**src/rtl/rvc_dec_pkg.sv**
```systemverilog
package rvc_dec_pkg;
    localparam int INSN_W = 16;
    localparam int RF_W   = 5;
    localparam int OP_W   = 5;
    localparam int WID_W  = 4;
    localparam int ROW_W  = 5;

    typedef enum logic [OP_W-1:0] {
        OP_INV   = 5'd0,  OP_ADDI  = 5'd1,  OP_ADDIW = 5'd2,  OP_LUI  = 5'd3,
        OP_SLLI  = 5'd4,  OP_SRLI  = 5'd5,  OP_SRAI  = 5'd6,  OP_ANDI = 5'd7,
        OP_ADD   = 5'd8,  OP_SUB   = 5'd9,  OP_XOR   = 5'd10, OP_OR   = 5'd11,
        OP_AND   = 5'd12, OP_ADDW  = 5'd13, OP_SUBW  = 5'd14, OP_LOAD = 5'd15,
        OP_STORE = 5'd16, OP_JAL   = 5'd17, OP_JALR  = 5'd18, OP_BEQ  = 5'd19,
        OP_BNE   = 5'd20
    } op_e;

    typedef struct packed {
        op_e              op;
        logic [WID_W-1:0] width;
        logic             sgn;
        logic             ill;
    } dec_t;

    localparam dec_t DEC_IDLE = '{op: OP_INV, width: '0, sgn: 1'b0, ill: 1'b0};
    localparam dec_t DEC_ILL  = '{op: OP_INV, width: '0, sgn: 1'b0, ill: 1'b1};

    function automatic dec_t dec_alu(op_e op);
        return '{op: op, width: '0, sgn: 1'b0, ill: 1'b0};
    endfunction

    function automatic dec_t dec_mem(op_e op, logic [WID_W-1:0] w, logic s);
        return '{op: op, width: w, sgn: s, ill: 1'b0};
    endfunction
endpackage

```
**src/rtl/rvc_cr_decode.sv**
```systemverilog
// Register jump / move / add row: keyed on which fields are non-zero.
module rvc_cr_decode
    import rvc_dec_pkg::*;
(
    input  logic            b12,
    input  logic [RF_W-1:0] rd_f,
    input  logic [RF_W-1:0] rs2_f,
    output dec_t            res
);
    logic [2:0] nz_code;

    always_comb begin
        nz_code = {b12, (rd_f != '0), (rs2_f != '0)};
        case (nz_code)
            3'b010:  res = dec_alu(OP_JALR);
            3'b011:  res = dec_alu(OP_ADD);
            3'b110:  res = dec_alu(OP_JALR);
            3'b111:  res = dec_alu(OP_ADD);
            default: res = DEC_ILL;
        endcase
    end
endmodule

```
**src/rtl/rvc_lui_decode.sv**
```systemverilog
// Upper-immediate row: destination field picks stack adjust vs. LUI.
module rvc_lui_decode
    import rvc_dec_pkg::*;
(
    input  logic [RF_W-1:0] rd_f,
    output dec_t            res
);
    localparam logic [RF_W-1:0] SP_IDX = RF_W'(2);

    always_comb begin
        if (rd_f == '0)
            res = DEC_ILL;
        else if (rd_f == SP_IDX)
            res = dec_alu(OP_ADDI);
        else
            res = dec_alu(OP_LUI);
    end
endmodule

```
**src/rtl/rvc_alu_decode.sv**
```systemverilog
// Arithmetic-misc row: shift/and-immediate forms and register-register forms.
module rvc_alu_decode
    import rvc_dec_pkg::*;
(
    input  logic       b12,
    input  logic [1:0] sel_hi,
    input  logic [1:0] sel_lo,
    output dec_t       res
);
    logic [2:0] rr_code;

    always_comb begin
        rr_code = {b12, sel_lo};
        res     = DEC_ILL;
        case (sel_hi)
            2'd0: res = dec_alu(OP_SRLI);
            2'd1: res = dec_alu(OP_SRAI);
            2'd2: res = dec_alu(OP_ANDI);
            default: begin
                case (rr_code)
                    3'd0:    res = dec_alu(OP_SUB);
                    3'd1:    res = dec_alu(OP_XOR);
                    3'd2:    res = dec_alu(OP_OR);
                    3'd3:    res = dec_alu(OP_AND);
                    3'd4:    res = dec_alu(OP_SUBW);
                    3'd5:    res = dec_alu(OP_ADDW);
                    default: res = DEC_ILL;
                endcase
            end
        endcase
    end
endmodule

```
**src/rtl/rvc_decoder.sv**
```systemverilog
module rvc_decoder
    import rvc_dec_pkg::*;
(
    input  logic              clk,
    input  logic              rst_n,
    input  logic              in_valid,
    input  logic [INSN_W-1:0] in_instr,
    output logic              out_valid,
    output logic [OP_W-1:0]   out_op,
    output logic [WID_W-1:0]  out_width,
    output logic              out_signed,
    output logic              out_illegal
);
    typedef struct packed {
        logic vld;
        dec_t dec;
    } stage_t;

    localparam logic [WID_W-1:0] W4 = WID_W'(4);
    localparam logic [WID_W-1:0] W8 = WID_W'(8);

    stage_t          stage_d, stage_q;
    logic [ROW_W-1:0] row_idx;
    logic [RF_W-1:0] rd_f, rs2_f;
    dec_t            cr_res, lui_res, alu_res, row_res;

    assign row_idx = {in_instr[1:0], in_instr[15:13]};
    assign rd_f    = in_instr[11:7];
    assign rs2_f   = in_instr[6:2];

    rvc_cr_decode u_cr (
        .b12   (in_instr[12]),
        .rd_f  (rd_f),
        .rs2_f (rs2_f),
        .res   (cr_res)
    );

    rvc_lui_decode u_lui (
        .rd_f (rd_f),
        .res  (lui_res)
    );

    rvc_alu_decode u_alu (
        .b12    (in_instr[12]),
        .sel_hi (in_instr[11:10]),
        .sel_lo (in_instr[6:5]),
        .res    (alu_res)
    );

    always_comb begin
        case (row_idx)
            5'd0:    row_res = dec_alu(OP_ADDI);
            5'd2:    row_res = dec_mem(OP_LOAD, W4, 1'b1);
            5'd3:    row_res = dec_mem(OP_LOAD, W8, 1'b0);
            5'd6:    row_res = dec_mem(OP_STORE, W4, 1'b0);
            5'd7:    row_res = dec_mem(OP_STORE, W8, 1'b0);
            5'd8:    row_res = dec_alu(OP_ADDI);
            5'd9:    row_res = dec_alu(OP_ADDIW);
            5'd10:   row_res = dec_alu(OP_ADDI);
            5'd11:   row_res = lui_res;
            5'd12:   row_res = alu_res;
            5'd13:   row_res = dec_alu(OP_JAL);
            5'd14:   row_res = dec_alu(OP_BEQ);
            5'd15:   row_res = dec_alu(OP_BNE);
            5'd16:   row_res = dec_alu(OP_SLLI);
            5'd18:   row_res = dec_mem(OP_LOAD, W4, 1'b1);
            5'd19:   row_res = dec_mem(OP_LOAD, W8, 1'b0);
            5'd20:   row_res = cr_res;
            5'd22:   row_res = dec_mem(OP_STORE, W4, 1'b0);
            5'd23:   row_res = dec_mem(OP_STORE, W8, 1'b0);
            default: row_res = DEC_ILL;
        endcase
        stage_d.vld = in_valid;
        stage_d.dec = in_valid ? row_res : DEC_IDLE;
    end

    always_ff @(posedge clk) begin
        if (!rst_n) begin
            stage_q <= '{vld: 1'b0, dec: DEC_IDLE};
        end else begin
            stage_q <= stage_d;
        end
    end

    assign out_valid   = stage_q.vld;
    assign out_op      = stage_q.dec.op;
    assign out_width   = stage_q.dec.width;
    assign out_signed  = stage_q.dec.sgn;
    assign out_illegal = stage_q.dec.ill;

    AST_NO_Q3_INPUT: assert property (@(posedge clk) disable iff (!rst_n)
        in_valid |-> in_instr[1:0] != 2'b11);
    AST_VALID_LATENCY: assert property (@(posedge clk) disable iff (!rst_n)
        in_valid |=> out_valid);
    AST_IDLE_ZERO: assert property (@(posedge clk) disable iff (!rst_n)
        !in_valid |=> (!out_valid && !out_illegal && out_op == '0 && out_width == '0));
    AST_FP_ROWS_ILLEGAL: assert property (@(posedge clk) disable iff (!rst_n)
        (in_valid && (row_idx == 5'd1 || row_idx == 5'd5 || row_idx == 5'd17 || row_idx == 5'd21))
        |=> out_illegal);
    AST_ILLEGAL_CLEAN: assert property (@(posedge clk) disable iff (!rst_n)
        out_illegal |-> (out_op == '0 && out_width == '0 && !out_signed));
    AST_SIGN_ONLY_W4: assert property (@(posedge clk) disable iff (!rst_n)
        out_signed |-> (out_width == W4 && out_op == OP_LOAD));
    AST_LUI_RD0: assert property (@(posedge clk) disable iff (!rst_n)
        (in_valid && row_idx == 5'd11 && rd_f == '0) |=> out_illegal);
    AST_ALU_SPARE: assert property (@(posedge clk) disable iff (!rst_n)
        (in_valid && row_idx == 5'd12 && in_instr[11:10] == 2'b11 && in_instr[12] && in_instr[6])
        |=> out_illegal);
endmodule

```
**config.mk**
```make
export PLATFORM = sky130hd
export DESIGN_NAME = rvc_decoder
export DESIGN_NICKNAME = d
export VERILOG_FILES = /design/src/rtl/rvc_dec_pkg.sv /design/src/rtl/rvc_cr_decode.sv /design/src/rtl/rvc_lui_decode.sv /design/src/rtl/rvc_alu_decode.sv /design/src/rtl/rvc_decoder.sv
export SDC_FILE = /design/constraint.sdc
export NUM_CORES = 1
export LEC_CHECK = 0
export BUFFER_PORTS_ARGS = -buffer_cell sky130_fd_sc_hd__buf_4
export CAP_MARGIN = 15
export CORE_AREA = 2 2 42 44
export CTS_CLUSTER_SIZE = 8
export DETAILED_ROUTE_END_ITERATION = 8
export DIE_AREA = 0 0 44 46
export PLACE_DENSITY = 0.74
export SLEW_MARGIN = 20
export SYNTH_ARGS = -nofsm -noshare
export SYNTH_HDL_FRONTEND = slang
export SYNTH_SLANG_ARGS = --single-unit
```
**constraint.sdc**
```tcl
create_clock -name clk -period 2.3 [get_ports clk]
set_input_delay 0.115 -clock clk [delete_from_list [all_inputs] [get_ports clk]]
set_output_delay 0.115 -clock clk [all_outputs]
set_load 0.01 [all_outputs]
```
## Yosys cells after proc, flatten, opt, wreduce, memory -nomap -nowiden

Cells that the tools add are included.
Widths: inputs -> output; s select.

- Eq/ne operators: 30
- Mux-type cells: 6
- Reduce and logical (&&, ||, !) cells: 14

Operator list:

| kind | number |
|---|---|
| $pmux 11 s13 | 1 |
| $pmux 10 s6 | 1 |
| $eq 5x4->1 const B | 8 |
| $pmux 11 s3 | 1 |
| $eq 5x5->1 const B | 6 |
| $pmux 11 s2 | 1 |
| $eq 5x2->1 const B | 3 |
| $eq 3x2->1 const B | 4 |
| $eq 3x3->1 const B | 4 |
| $reduce_or 2->1 | 6 |
| $mux 11 | 1 |
| $eq 5x3->1 const B | 2 |
| $logic_not 5->1 | 2 |
| $reduce_bool 5->1 | 2 |
| $mux 8 | 1 |
| $eq 3x1->1 const B | 1 |
| $logic_not 3->1 | 1 |
| $reduce_or 3->1 | 1 |
| $eq 2x1->1 const B | 1 |
| $eq 2x2->1 const B | 1 |
| $logic_not 2->1 | 1 |
| $reduce_and 2->1 | 1 |

- Register bits: 12
- Input bits: 19
- Output and inout bits: 12
- Logic and storage cells: 55

## Logic depth before layout (Yosys ltp)

- Depth in word-level cells: 5
- Depth in mapped cells: 5
- Mapped depth without buffers: 5

## Cells and area by module

Synthesis repeated with hierarchy kept, for this count alone.

- Cells, all modules: 142
- Area total of the unflattened synthesis: 1144.8 sq um

By module, submodules not included:

| module | times used | cells each | area each (sq um) | seq. area each (sq um) |
|---|---|---|---|---|
| rvc_decoder | 1 | 88 | 773.2 | 240.2 |
| rvc_alu_decode | 1 | 26 | 178.9 | 0.0 |
| rvc_cr_decode | 1 | 16 | 107.6 | 0.0 |
| rvc_lui_decode | 1 | 12 | 85.1 | 0.0 |

## Worst setup path before layout

Ideal clock, no wire load.

- Kind: input to register
- Start: in in_instr[11]
- End: reg stage_q (netlist bit out_illegal)
- Library setup time: 81 ps
- Arrival: 1145 ps
- Required time: 2219 ps
- Setup slack: 1075 ps
- Cell stages on the path: 4
- Path buffers: 0
- Cells stage by stage: or4_4 > nor4_1 > o21ai_0 > a41oi_1

- Cells in the longest elaborated chain, start to end: 5
- Elaborated cells on any way between the ends: 15
- Classes of those cells: 6 x eq/ne; 4 x mux; 5 x reduce/logical

RTL lines:

| element | line | RTL |
|---|---|---|
| from (decl) | rvc_decoder.sv:7 | `input logic [INSN_W-1:0] in_instr,` |
| $reduce_bool 5->1 | rvc_cr_decode.sv:13 | `nz_code = {b12, (rd_f != '0), (rs2_f != '0)};` |
| $eq 3x2->1 / $eq 3x3->1 (equally long branches) | rvc_cr_decode.sv:14 | `case (nz_code)` |
| $reduce_or 2->1 (no source line) | - |  |
| $pmux 11 s2 | rvc_cr_decode.sv:14 |  |
| $pmux 11 s13 * | rvc_decoder.sv:51 | `case (row_idx)` |
| to (signal assigned) | rvc_decoder.sv:79 | `stage_q <= '{vld: 1'b0, dec: DEC_IDLE};` |
| to (signal assigned) | rvc_decoder.sv:81 | `stage_q <= stage_d;` |
| to (decl) | rvc_decoder.sv:22 | `stage_t stage_d, stage_q;` |

Every way passes the cells marked *; elsewhere a longest branch is shown, timed or not.
A chain may end at the register's enable or synchronous reset.

## Worst setup path in the final report

- Start: in in_instr[11]
- End: reg stage_q (netlist bit out_op[1])

The elaborated chain is that of the path after synthesis.

==> impl_metrics.env <==
export IMPL_dieArea_mm2=0.002024
export IMPL_min_from="in_instr[13]"
export IMPL_die_h_um=46
export IMPL_async_flop_share_pct=0
export IMPL_core_mm2=0.001614
export IMPL_crit_type="in2reg"
export IMPL_clk_pin_slew_ps=60
export IMPL_cts_tree="built"
export IMPL_rows=15
export IMPL_slew_violations=0
export IMPL_hold_ws_ps=89.86
export IMPL_synth_top_area_share_pct=30.42
export IMPL_cts_htree_levels=1
export IMPL_finalNetCount=134
export IMPL_drc=0
export IMPL_fin_util_pct=54.88
export IMPL_synth_flop_cell="dfxtp_1"
export IMPL_ios=31
export IMPL_drtIter0Drc=17
export IMPL_drt_wl_total_mm=1.418
export IMPL_p_leak_uw=0.0003984
export IMPL_clock_sinks=10
export IMPL_hold_violations=0
export IMPL_ys_warn_count=0
export IMPL_power_density_mw_per_mm2=429.6
export IMPL_num_vias=689
export IMPL_ys_seq_elements=10
export IMPL_tns_ps=0
export IMPL_drive_above_1_share_pct=29.09
export IMPL_viasPerCell=5.425
export IMPL_critPathArrivalTime_ps=1270
export IMPL_wire_per_inst_um=11.17
export IMPL_gp_congestion=0.7685
export IMPL_clockRootBuffer="clkbuf_4"
export IMPL_die_w_um=44
export IMPL_period_needed_ps=1149
export IMPL_synth_enable_flop_cells=0
export IMPL_antenna_found_initial=0
export IMPL_track_usage_pct=14.67
export IMPL_synth_area_top_cells="dfxtp_1 (30%), ha_1 (5.7%), o21ai_0 (5.3%)"
export IMPL_numCtsBuffers=3
export IMPL_setup_viol=0
export IMPL_antennaDiodeCount=0
export IMPL_grt_max_degree=13
export IMPL_synth_cells=84
export IMPL_cts_buffer_depth=2
export IMPL_cts_setup_buffers=0
export IMPL_placement_io_buffers=28
export IMPL_cts_resized=0
export IMPL_hold_buffers=0
export IMPL_postRouteAntennaNets=0
export IMPL_synth_top_cell_by_area="dfxtp_1"
export IMPL_whs_path_depth=2
export IMPL_grt_pass1_wl_mm=2.263
export IMPL_critical_path_max_fanout=5
export IMPL_hpwl_mm=1.147
export IMPL_ir_worst_vdd_v=0.0001538
export IMPL_fmaxAchievable_ghz=0.8702
export IMPL_cp_data_required_time_ps=2420
export IMPL_holdPathEnd="out_width[2]$_SDFF_PN0_"
export IMPL_ys_types=34
export IMPL_synth_area_um2=658.1
export IMPL_syn_area_per_cell_um2=7.835
export IMPL_critPathLaunchType="primary input"
export IMPL_grt_pass1_vias=557
export IMPL_endpoint_kind="register"
export IMPL_period_share_pct=49.96
export IMPL_hold_path_class="in2reg"
export IMPL_area_growth_pct=34.60
export IMPL_status="finished clean"
export IMPL_rsz0062_at_grt="no"
export IMPL_seq_area_frac_synth_pct=30.42
export IMPL_first_pass_iters=4
export IMPL_max_cap_violations=0
export IMPL_overflow=0
export IMPL_initial_core_util_pct=40.78
critical path, cell delays in order:
cell and delay (ps):
buf_4 120, or4_4 560, o2111ai_1 230, or3_1 160, a31oi_1 80
per-layer routing:
layer  up-vias  part of all wire, %  GRT usage [%]
met5         -                    0              0
met4         0                  1.4          7.273
met3         2                  8.7          1.190
met2        37                   47          25.29
met1       290                   42          18.29
li1        360                    -              -
layout make-up:
type	count	area, µm²
flip-flops and latches	10	200.2
multi-input cells	65	416.7
well taps	17	21.27
clock buffers	3	22.52
fillers	158	728.2
repair buffers	28	210.2
inverters	4	15.01
per-stage QoR:
stage / setup WS (ps) / total power, µW / instance area, µm² / std cells
after CTS: 1158 / 385.1 / 885.9 / 127
final: 1151 / 380.6 / 885.9 / 127
after detailed placement: 891.2 / 272.8 / 863.3 / 124
after global routing: 1075 / 396.2 / 885.9 / 127
after global placement: 899.1 / 271.4 / 863.3 / 124
after floorplan: 1075 / 231.3 / 661.9 / 85
state kept, by name, indices dropped and copies added (netlist names):
| name | flops |
|---|---|
| out_op | 5 |
| out_width | 2 |
| out_illegal | 1 |
| out_signed | 1 |
| out_valid | 1 |
power by group:
group | switching (µW) | internal [µW]
Combinational | 46.0 | 44.4
Clock | 51.4 | 60.0
Sequential | 0.985 | 178
worst max path at each step:
stage                       startpoint                endpoint  slack (ps)  cells past startpoint
after floorplan           in_instr[11]  out_illegal$_SDFF_PN0_        1070                      4
after global placement    in_instr[11]  out_illegal$_SDFF_PN0_         900                      5
after detailed placement  in_instr[11]    out_op[1]$_SDFF_PN0_         890                      5
after CTS                 in_instr[11]    out_op[1]$_SDFF_PN0_        1160                      5
after global routing      in_instr[11]    out_op[1]$_SDFF_PN0_        1070                      5
final                     in_instr[11]    out_op[1]$_SDFF_PN0_        1150                      5
cell usage after synthesis, drive strengths merged, types with 3 or more instances:
master / number
a31oi: 4
clkbuf: 4
dfxtp: 10
ha: 3
inv: 4
nand2: 6
nand3: 3
nor2: 6
nor2b: 5
o211ai: 3
o21ai: 7
kinds of logic after synthesis:
group	synth area share, %
DFF	30.42
adders and majority gates	5.704
buffers and inverters	6.842
and+or+nand+nor	30.23
other	0.5698
xor gates and xnor gates	1.331
AOI/OAI and AO/OA	24.90
placed cells by master (no fill, tap or decap), drive strengths merged, types with 3 or more instances in the layout:
| cell type | Yosys | routed |
|---|---|---|
| a31oi | 4 | 4 |
| buf | 2 | 28 |
| clkbuf | 4 | 3 |
| dfxtp | 10 | 10 |
| ha | 3 | 3 |
| inv | 4 | 4 |
| nand2 | 6 | 6 |
| nand3 | 3 | 3 |
| nor2 | 6 | 6 |
| nor2b | 5 | 5 |
| o211ai | 3 | 3 |
| o21ai | 7 | 7 |
Note: power is estimated with default switching activity, not from simulation.
